[src/rtl/remap_cfg_pkg.sv]
`timescale 1ns/1ps
package remap_cfg_pkg;

  // Control-to-datapath strobes
  typedef struct packed {
    logic load;   // capture decoded fields
    logic drop;   // clear held fields
  } cfgStrobe_t;

  typedef enum logic [1:0] {
    MODE_IDLE    = 2'd0,
    MODE_ONESHOT = 2'd1,
    MODE_STICKY  = 2'd2
  } remapMode_e;

endpackage

[src/rtl/remap_word_decode.sv]
`timescale 1ns/1ps
module remap_word_decode #(
  parameter logic [5:0] PRIMARY_OPC = 6'd22,
  parameter logic [5:0] EXT_OPC     = 6'd57,
  parameter int SLOT_CNT = 5,
  parameter int SEL_W    = 2
) (
  input  logic [31:0]               word,
  input  logic                      valid,
  output logic                      accept,
  output logic [SLOT_CNT-1:0]       maskOut,
  output logic [SLOT_CNT*SEL_W-1:0] selOut,
  output logic                      persistOut
);
  // Field layout counted from the MSB (big-endian numbering)
  localparam int OPC_W    = 6;
  localparam int MASK_MSB = 31 - OPC_W;
  localparam int SEL_MSB  = MASK_MSB - SLOT_CNT;
  localparam int PST_BIT  = SEL_MSB - SLOT_CNT*SEL_W;
  localparam int RSV_MSB  = PST_BIT - 1;
  localparam int RSV_LSB  = OPC_W;

  logic opcMatch;
  logic rsvClear;

  assign opcMatch   = (word[31 -: OPC_W] == PRIMARY_OPC) && (word[OPC_W-1:0] == EXT_OPC);
  assign rsvClear   = (word[RSV_MSB:RSV_LSB] == '0);
  assign accept     = valid && opcMatch && rsvClear;
  assign persistOut = word[PST_BIT];

  for (genvar k = 0; k < SLOT_CNT; k++) begin : g_slot
    assign maskOut[k] = word[MASK_MSB - k];
    assign selOut[k*SEL_W +: SEL_W] = word[SEL_MSB - k*SEL_W -: SEL_W];
  end

endmodule

[src/rtl/remap_ctrl.sv]
`timescale 1ns/1ps
module remap_ctrl
  import remap_cfg_pkg::*;
(
  input  logic       clk,
  input  logic       rstN,
  input  logic       accept,
  input  logic       maskZero,
  input  logic       persistIn,
  input  logic       instDone,
  input  logic       vlSetup,
  output cfgStrobe_t strobe,
  output logic       active
);
  remapMode_e modeQ, modeD;

  always_comb begin
    strobe.load = accept && !maskZero;
    strobe.drop = 1'b0;
    modeD       = modeQ;
    if (accept) begin
      if (maskZero) begin
        strobe.drop = 1'b1;
        modeD       = MODE_IDLE;
      end else begin
        modeD = persistIn ? MODE_STICKY : MODE_ONESHOT;
      end
    end else if (vlSetup) begin
      strobe.drop = 1'b1;
      modeD       = MODE_IDLE;
    end else if (instDone && modeQ == MODE_ONESHOT) begin
      strobe.drop = 1'b1;
      modeD       = MODE_IDLE;
    end
  end

  always_ff @(posedge clk or negedge rstN) begin
    if (!rstN) modeQ <= MODE_IDLE;
    else       modeQ <= modeD;
  end

  assign active = (modeQ != MODE_IDLE);


  oneshot_consumed_chk: assert property (@(posedge clk) disable iff (!rstN)
    (modeQ == MODE_ONESHOT && instDone && !accept) |=> modeQ == MODE_IDLE);

  sticky_survives_chk: assert property (@(posedge clk) disable iff (!rstN)
    (modeQ == MODE_STICKY && instDone && !accept && !vlSetup) |=> modeQ == MODE_STICKY);

  vl_cancel_chk: assert property (@(posedge clk) disable iff (!rstN)
    (vlSetup && !accept) |=> modeQ == MODE_IDLE);

  setup_wins_chk: assert property (@(posedge clk) disable iff (!rstN)
    (accept && !maskZero) |=> modeQ != MODE_IDLE);

  zero_mask_off_chk: assert property (@(posedge clk) disable iff (!rstN)
    (accept && maskZero) |=> modeQ == MODE_IDLE);

endmodule

[src/rtl/remap_datapath.sv]
`timescale 1ns/1ps
module remap_datapath
  import remap_cfg_pkg::*;
#(
  parameter int SLOT_CNT = 5,
  parameter int SEL_W    = 2
) (
  input  logic                      clk,
  input  logic                      rstN,
  input  cfgStrobe_t                strobe,
  input  logic [SLOT_CNT-1:0]       maskIn,
  input  logic [SLOT_CNT*SEL_W-1:0] selIn,
  output logic [SLOT_CNT-1:0]       enOut,
  output logic [SLOT_CNT*SEL_W-1:0] selOut
);
  logic [SLOT_CNT-1:0]       maskQ;
  logic [SLOT_CNT*SEL_W-1:0] selQ;

  always_ff @(posedge clk or negedge rstN) begin
    if (!rstN) begin
      maskQ <= '0;
      selQ  <= '0;
    end else if (strobe.load) begin
      maskQ <= maskIn;
      selQ  <= selIn;
    end else if (strobe.drop) begin
      maskQ <= '0;
      selQ  <= '0;
    end
  end

  for (genvar k = 0; k < SLOT_CNT; k++) begin : g_gate
    assign enOut[k] = maskQ[k];
    assign selOut[k*SEL_W +: SEL_W] = maskQ[k] ? selQ[k*SEL_W +: SEL_W] : '0;
  end


  load_capture_chk: assert property (@(posedge clk) disable iff (!rstN)
    strobe.load |=> (maskQ == $past(maskIn)) && (selQ == $past(selIn)));

  drop_clears_chk: assert property (@(posedge clk) disable iff (!rstN)
    (strobe.drop && !strobe.load) |=> (enOut == '0) && (selOut == '0));

  idle_hold_chk: assert property (@(posedge clk) disable iff (!rstN)
    (!strobe.load && !strobe.drop) |=> $stable(enOut) && $stable(selOut));

endmodule

[src/rtl/opnd_remap_cfg.sv]
`timescale 1ns/1ps
module opnd_remap_cfg
  import remap_cfg_pkg::*;
#(
  parameter logic [5:0] PRIMARY_OPC = 6'd22,
  parameter logic [5:0] EXT_OPC     = 6'd57,
  parameter int SRC_CNT = 3,
  parameter int DST_CNT = 2,
  parameter int SEL_W   = 2
) (
  input  logic                     clk,
  input  logic                     rstN,
  input  logic                     setupValid,
  input  logic [31:0]              setupWord,
  input  logic                     instDone,
  input  logic                     vlSetup,
  output logic [SRC_CNT-1:0]       srcEn,
  output logic [SRC_CNT*SEL_W-1:0] srcSel,
  output logic [DST_CNT-1:0]       dstEn,
  output logic [DST_CNT*SEL_W-1:0] dstSel
);
  localparam int SLOT_CNT = SRC_CNT + DST_CNT;

  logic                      accept;
  logic                      persistDec;
  logic [SLOT_CNT-1:0]       maskDec;
  logic [SLOT_CNT*SEL_W-1:0] selDec;
  logic [SLOT_CNT-1:0]       enAll;
  logic [SLOT_CNT*SEL_W-1:0] selAll;
  cfgStrobe_t                strobe;
  logic                      active;

  remap_word_decode #(
    .PRIMARY_OPC(PRIMARY_OPC), .EXT_OPC(EXT_OPC),
    .SLOT_CNT(SLOT_CNT), .SEL_W(SEL_W)
  ) i_decode (
    .word(setupWord), .valid(setupValid), .accept(accept),
    .maskOut(maskDec), .selOut(selDec), .persistOut(persistDec)
  );

  remap_ctrl i_ctrl (
    .clk(clk), .rstN(rstN), .accept(accept), .maskZero(maskDec == '0),
    .persistIn(persistDec), .instDone(instDone), .vlSetup(vlSetup),
    .strobe(strobe), .active(active)
  );

  remap_datapath #(.SLOT_CNT(SLOT_CNT), .SEL_W(SEL_W)) i_datapath (
    .clk(clk), .rstN(rstN), .strobe(strobe), .maskIn(maskDec), .selIn(selDec),
    .enOut(enAll), .selOut(selAll)
  );

  assign srcEn  = enAll[SRC_CNT-1:0];
  assign dstEn  = enAll[SLOT_CNT-1:SRC_CNT];
  assign srcSel = selAll[SRC_CNT*SEL_W-1:0];
  assign dstSel = selAll[SLOT_CNT*SEL_W-1:SRC_CNT*SEL_W];

  // an idle controller never leaves a slot enabled
  idle_no_enable_chk: assert property (@(posedge clk) disable iff (!rstN)
    !active |-> (enAll == '0));

  full_mask_chk: assert property (@(posedge clk) disable iff (!rstN)
    (accept && (&maskDec)) |=> (&srcEn) && (&dstEn));

  off_slot_sel_chk: assert property (@(posedge clk) disable iff (!rstN)
    (enAll == '0) |-> (selAll == '0));

endmodule

[config.mk]
export PLATFORM = sky130hd
export DESIGN_NAME = opnd_remap_cfg
export DESIGN_NICKNAME = d
export VERILOG_FILES = /design/src/rtl/remap_cfg_pkg.sv /design/src/rtl/remap_word_decode.sv /design/src/rtl/remap_ctrl.sv /design/src/rtl/remap_datapath.sv /design/src/rtl/opnd_remap_cfg.sv
export SDC_FILE = /design/constraint.sdc
export NUM_CORES = 1
export LEC_CHECK = 0
export CAP_MARGIN = 15
export CORE_MARGIN = 4
export CORE_UTILIZATION = 33
export CTS_BUF_LIST = sky130_fd_sc_hd__clkbuf_4 sky130_fd_sc_hd__clkbuf_8
export CTS_CLUSTER_DIAMETER = 100
export DETAILED_ROUTE_END_ITERATION = 6
export PLACE_DENSITY = 0.85
export SLEW_MARGIN = 0
export SYNTH_ARGS = -nofsm -noshare
export SYNTH_HDL_FRONTEND = slang
export SYNTH_SLANG_ARGS = --single-unit
[constraint.sdc]
create_clock -name clk -period 1.45 [get_ports clk]
set_clock_uncertainty 0.2 [all_clocks]
set_input_delay 0.435 -clock clk [delete_from_list [all_inputs] [get_ports clk]]
set_output_delay 0.435 -clock clk [all_outputs]
set_load 0.1 [all_outputs]
==> impl_metrics.env, run 1 <==
export IMPL_max_freq_ghz=0.563
export IMPL_hold_viol=0
export IMPL_syn_avg_cell_area_um2=11.7
export IMPL_dp_slack_ns=-1.06
export IMPL_cts_tree="built"
export IMPL_synth_ff_type="dfrtp_1"
export IMPL_synthTopCellsByCount="17 x dfrtp_1, 13 x a22o_1, 10 x and2_1"
export IMPL_fin_ws_ns=-0.325
export IMPL_drt_iter0_drc=16
export IMPL_violations="setup timing"
export IMPL_hp_class="in2async"
export IMPL_synth_cells=69
export IMPL_yosysSeqAreaShare_pct=52.6
export IMPL_synth_compound_area_share_pct=17.3
export IMPL_antenna_found_initial=0
export IMPL_synth_top_area_share_pct=52.6
export IMPL_post_drt_wl_per_cell_um=18.3
export IMPL_cp_end_kind="register"
export IMPL_synth_async_reset_ratio_pct=100
export IMPL_grt_ovfl_total=0
export IMPL_finalSetupViolCount=32
export IMPL_start_kind="input port"
export IMPL_synth_mux_area_share_pct=3.71
export IMPL_postRouteAntennaNets=0
export IMPL_grt_pass1_wl_um=4740
export IMPL_multi_input_area_um2=474
export IMPL_slew_viol_final=0
export IMPL_design_core_area_um2=2280
export IMPL_synth_edf_count=0
export IMPL_synth_xor_area_share_pct=0
export IMPL_synth_simple_area_share_pct=20.4
export IMPL_synth_area_um2=810
export IMPL_h_tree_depth=1
export IMPL_grt_use_total_pct=19.3
export IMPL_ir_worst_vdd_mv=0.359
export IMPL_place_congestion=0.726
export IMPL_path_buf_inv=3
export IMPL_fin_util_pct=81.3
export IMPL_cts_sinks=17
export IMPL_start_util_pct=35.6
export IMPL_clk_path_buf_depth=2
export IMPL_vias=909
export IMPL_place_hpwl_um=2160
export IMPL_p_total_mw=0.895
export IMPL_nNetsFinal=183
export IMPL_crit_slowest_cell="or4_4"
export IMPL_ys_warn_count=0
export IMPL_power_density_nw_per_um2=484
export IMPL_synth_fp_nets=106
export IMPL_first_pass_iters=4
export IMPL_cts_buffers=3
export IMPL_max_stage_delay_ns=0.54
export IMPL_n_antenna_cell=0
export IMPL_drive_above_1_share_pct=60.7
export IMPL_synth_top_area_cell="dfrtp_1"
export IMPL_power_leakage_nw=0.859
export IMPL_cap_violations=0
export IMPL_clk_latency_ns=0.29
export IMPL_viasPerCell=5.25
export IMPL_final_fill_count=118
export IMPL_outcome="finished with violations"
export IMPL_rows=17
export IMPL_pin_count=52
export IMPL_clockRootBuffer="clkbuf_4"
export IMPL_regArea_um2=444
export IMPL_crit_chain="buf_6 -> or4_4 -> nor2_4 -> nor3_4 -> buf_6 -> buf_12 -> a22o_1"
export IMPL_cp_data_required_time_ns=1.43
export IMPL_synthAdderAreaFrac_pct=0
export IMPL_die_w_um=57.5
export IMPL_finalCriticalPeriod_ns=1.78
export IMPL_cp_data_arrival_time_ns=1.75
export IMPL_worstPathMaxFanout=6
export IMPL_rsz0062_at_grt="true"
export IMPL_crit_family="simple AND/OR/NAND/NOR gates"
export IMPL_synthTopCellsByArea="dfrtp_1 53%, a22o_1 14%, and2_1 7.7%, mux2i_1 3.7%, and4bb_2 3.1%"
export IMPL_grt_pass1_vias=1019
export IMPL_numPortBuffers=51
export IMPL_area_growth_pct=129
export IMPL_worstMarginPinSlew_ns=0.273
export IMPL_synth_cell_type_count=21
export IMPL_yosysMostFrequentCell="dfrtp_1"
export IMPL_drc=0
export IMPL_wl_um=3170
export IMPL_critPathMostFrequentCell="buf_6"
export IMPL_yosys_register_bits=17
export IMPL_grt_max_degree=18
export IMPL_fin_crit_sh_pct=122
export IMPL_die_y_um=57.5
export IMPL_slew_headroom_pct=81.7
export IMPL_path_class="in2reg"
export IMPL_fp_dieArea_um2=3310
export IMPL_synth_top_family_by_area="simple AND/OR/NAND/NOR gates"
export IMPL_clk_pin_slew_ns=0.09
==> cell type report <==
type | count | share of cell area (%)
sequential | 17 | 24.0
multi-input combinational | 45 | 25.6
timing repair buffer | 74 | 45.8
inverter | 5 | 1.01
clock buffer | 4 | 1.62
tap | 28 | 1.89
==> worst reg2reg max path, stage by stage (launching register included) <==
cell and delay [ns]:
dfrtp_1 0.38, inv_1 0.12, a31oi_4 0.13, o21a_4 0.17, a22o_1 0.26
==> placed cells by master (no fill, tap or decap), types with 2 or more instances in the layout <==
master / n
and2_4: 10
a22o_1: 13
clkdlybuf4s50_1: 15
clkdlybuf4s15_1: 2
buf_6: 15
clkbuf_2: 11
buf_12: 17
and4bb_2: 2
clkbuf_4: 4
dfrtp_1: 12
nand2_1: 3
buf_4: 9
dlymetal6s2s_1: 2
dfrtp_4: 5
o21a_4: 2
mux2i_1: 3
buf_2: 2
nand3_4: 2
inv_1: 5
==> state kept, by name (all words and copies together) (netlist names) <==
| register | flops |
|---|---|
| i_ctrl.modeQ | 2 |
| i_datapath.enOut | 5 |
| i_datapath.selQ | 10 |
==> metrics by stage <==
step	setup TNS, ns	cells	hold slack, ns	cell area, um2
6_report	-7.81	173	0.274	1850
3_3_place_gp	-15.59	158	0.290	1660
2_1_floorplan	-6.10	69	-0.0606	881
4_1_cts	-8.45	171	0.284	1850
5_1_grt	-8.35	173	0.272	1850
3_5_place_dp	-16.87	158	0.295	1660
==> where the power goes <==
| part | internal (mW) | switching, mW |
|---|---|---|
| sequential | 0.473 | 0.00000542 |
| combinational | 0.0944 | 0.0567 |
| clock | 0.126 | 0.145 |
==> path summary, 6_finish.rpt <==
| path | slack, ns | to | cells after the start | start |
|---|---|---|---|---|
| worst max-delay path | -0.33 | i_datapath.enOut[1] | 7 | setupWord[23] |
| worst min-delay path | 0.27 | i_datapath.enOut[1] | 2 | rstN |
| worst max register to register | 0.07 | i_datapath.enOut[1] | 4 | i_ctrl.modeQ[1] |
| worst min register to register | 0.32 | i_datapath.selQ[4] | 1 | i_datapath.selQ[4] |
| max in group asynchronous | 0.64 | i_datapath.enOut[4] | 2 | rstN |
| min in group clk | 0.29 | i_datapath.enOut[2] | 4 | setupWord[23] |
==> cell families after synthesis <==
logic type	count (synthesis)
multiplexers	3
buffers and inverters	8
AND/OR/NAND/NOR	24
AO/OA/AOI/OAI	17
flip-flops	17
==> timing repair <==
| item | CTS | global route |
|---|---|---|
| setup buffers | 8 | 3 |
| pin swaps | 23 | 18 |
| hold buffers | 0 | 0 |
| setup endpoints to repair | 32 | 32 |
| gates cloned | 1 | 1 |
| resized for setup | 53 | 40 |
==> layer usage <==
| layer | vias up | share of wire [%] | GRT usage [%] | wire length (um) |
|---|---|---|---|---|
| met4 | 0 | 3.9 | 14.6 | 123 |
| met1 | 452 | 35 | 19.4 | 1110 |
| met5 | - | 0 | 0 | 0 |
| li1 | 405 | - | - | - |
| met3 | 13 | 4.6 | 2.71 | 147 |
| met2 | 39 | 56 | 35.3 | 1790 |
Power figures use the tool's default switching activity.
==> run 2, diff against run 1 <==
--- a/config.mk
+++ b/config.mk
@@ -12,6 +12,7 @@
 export CTS_CLUSTER_DIAMETER = 100
 export DETAILED_ROUTE_END_ITERATION = 6
 export PLACE_DENSITY = 0.85
+export SKIP_CTS_REPAIR_TIMING = 1
 export SLEW_MARGIN = 0
 export SYNTH_ARGS = -nofsm -noshare
 export SYNTH_HDL_FRONTEND = slang
==> run 2 against run 1 <==
Effect of this change:
- the run still ends with setup timing left
- core utilization shrank 0.99 points
- register-to-register slack lost 0.03 ns
- largest power group unchanged
- first-iteration DRC count grew 130%
- via count shrank 4.3%
- sequential share of layout area grew 0.30 points
- cell count shrank 2.9%
- count of clock-buffer cells in the layout is the same
- worst setup slack gained 0.033 ns
- highest routed layer unchanged
- sequential power is essentially flat
- combinational power is essentially flat
==> impl_metrics.env, run 2 (synthesis results as in run 1) <==
export IMPL_post_place_cells=158
export IMPL_fp_dieArea_um2=3310
export IMPL_pin_count=52
export IMPL_max_freq_ghz=0.574
export IMPL_cts_sinks=17
export IMPL_drive_above_1_share_pct=52.1
export IMPL_wl_um=2980
export IMPL_die_w_um=57.5
export IMPL_h_tree_depth=1
export IMPL_ir_worst_vdd_mv=0.395
export IMPL_start_kind="register"
export IMPL_finalCriticalPeriod_ns=1.74
export IMPL_power_density_nw_per_um2=488
export IMPL_numPortBuffers=51
export IMPL_slew_viol_final=0
export IMPL_final_common_cell="buf_12"
export IMPL_crit_slowest_cell="dfrtp_4"
export IMPL_hold_slack_ns=0.276
export IMPL_postRouteAntennaNets=0
export IMPL_post_drt_wl_per_cell_um=17.7
export IMPL_clk_path_buf_depth=2
export IMPL_intPower_mw=0.697
export IMPL_n_antenna_cell=0
export IMPL_finalSetupViolCount=32
export IMPL_cp_end_kind="output pin"
export IMPL_largest_reg_flops=10
export IMPL_clk_latency_ns=0.28
export IMPL_cp_data_arrival_time_ns=1.11
export IMPL_place_hpwl_um=2160
export IMPL_grt_max_degree=18
export IMPL_vias=870
export IMPL_placed_area_um2=1660
export IMPL_die_y_um=57.5
export IMPL_p_sw_share_pct=21.9
export IMPL_hold_viol=0
export IMPL_rsz0062_at_grt="true"
export IMPL_cts_buffers=3
export IMPL_start_util_pct=35.6
export IMPL_mostFrequentLayoutCells="17 x buf_12, 15 x clkdlybuf4s50_1, 14 x dlymetal6s2s_1, 13 x a22o_1, 12 x dfrtp_1"
export IMPL_clk_pin_slew_ns=0.10
export IMPL_fin_util_pct=80.3
export IMPL_p_seq_share_pct=53.1
export IMPL_slew_headroom_pct=79.4
export IMPL_r2r_setup_slack_ns=0.04
export IMPL_crit_chain="and2_4 -> buf_12"
export IMPL_largest_register="i_datapath.selQ"
export IMPL_nNetsFinal=178
export IMPL_tns_ns=-6.94
export IMPL_drt_iter0_drc=37
export IMPL_grt_pass1_wl_um=4130
export IMPL_design_core_area_um2=2280
export IMPL_clockRootBuffer="clkbuf_4"
export IMPL_place_congestion=0.726
export IMPL_fin_crit_sh_pct=120
export IMPL_power_leakage_nw=0.928
export IMPL_cap_violations=0
export IMPL_fin_cells=168
export IMPL_fin_ws_ns=-0.292
export IMPL_antenna_found_initial=0
export IMPL_cts_tree="built"
export IMPL_worstMarginPinSlew_ns=0.307
export IMPL_grt_use_total_pct=16.6
export IMPL_rows=17
export IMPL_power_switching_mw=0.195
export IMPL_p_clk_share_pct=30.1
export IMPL_area_growth_pct=126
export IMPL_power_frac_comb_pct=16.9
export IMPL_path_class="reg2out"
export IMPL_dp_slack_ns=-1.06
export IMPL_violations="setup timing"
export IMPL_max_stage_delay_ns=0.50
export IMPL_grt_ovfl_total=0
export IMPL_cp_data_required_time_ns=0.82
export IMPL_worstPathMaxFanout=3
export IMPL_viasPerCell=5.18
export IMPL_drc=0
export IMPL_first_pass_iters=4
export IMPL_outcome="finished with violations"
export IMPL_p_total_mw=0.892
export IMPL_grt_pass1_vias=921
export IMPL_hp_class="in2async"
export IMPL_finalInstanceArea_um2=1830
==> run 2: critical path, delay by kind of cell, from the launching register on <==
family / cells / cell delay [ns]
buffers and inverters: 1 / 0.16
and+or+nand+nor: 1 / 0.16
DFF: 1 / 0.50
==> run 2: final timing paths <==
kind / from / endpoint / cells past startpoint
min in group clk: setupWord[24] / i_datapath.enOut[1] / 2
worst max register to register: i_ctrl.modeQ[0] / i_datapath.enOut[1] / 3
worst min register to register: i_datapath.selQ[4] / i_datapath.selQ[4] / 1
worst max-delay path: i_datapath.enOut[4] / dstSel[3] / 2
max in group asynchronous: rstN / i_datapath.enOut[0] / 2
worst min-delay path: rstN / i_datapath.enOut[3] / 2
==> run 2: per-layer routing <==
| layer | vias up | GRT usage, % | routed length, um |
|---|---|---|---|
| li1 | 398 | - | - |
| met1 | 433 | 15.4 | 968 |
| met2 | 35 | 34.8 | 1850 |
| met3 | 4 | 2.04 | 121 |
| met4 | 0 | 6.95 | 34 |
| met5 | - | 0 | 0 |
==> run 2: final cells by class <==
| cell class | count | area [um2] |
|---|---|---|
| clock buffers | 4 | 30.0 |
| fillers | 117 | 448 |
| inverters | 5 | 18.8 |
| multi-input cells | 45 | 450 |
| flip-flops and latches | 17 | 444 |
| well taps | 28 | 35.0 |
| repair buffers | 69 | 850 |
==> run 2: power groups by stage <==
stage / sequential, mW / clock (mW) / combinational [mW]
after floorplan: 0.484 / 0 / 0.0201
after global placement: 0.483 / 0 / 0.146
after detailed placement: 0.483 / 0 / 0.150
after CTS: 0.473 / 0.270 / 0.152
after global routing: 0.474 / 0.296 / 0.161
final: 0.474 / 0.268 / 0.150
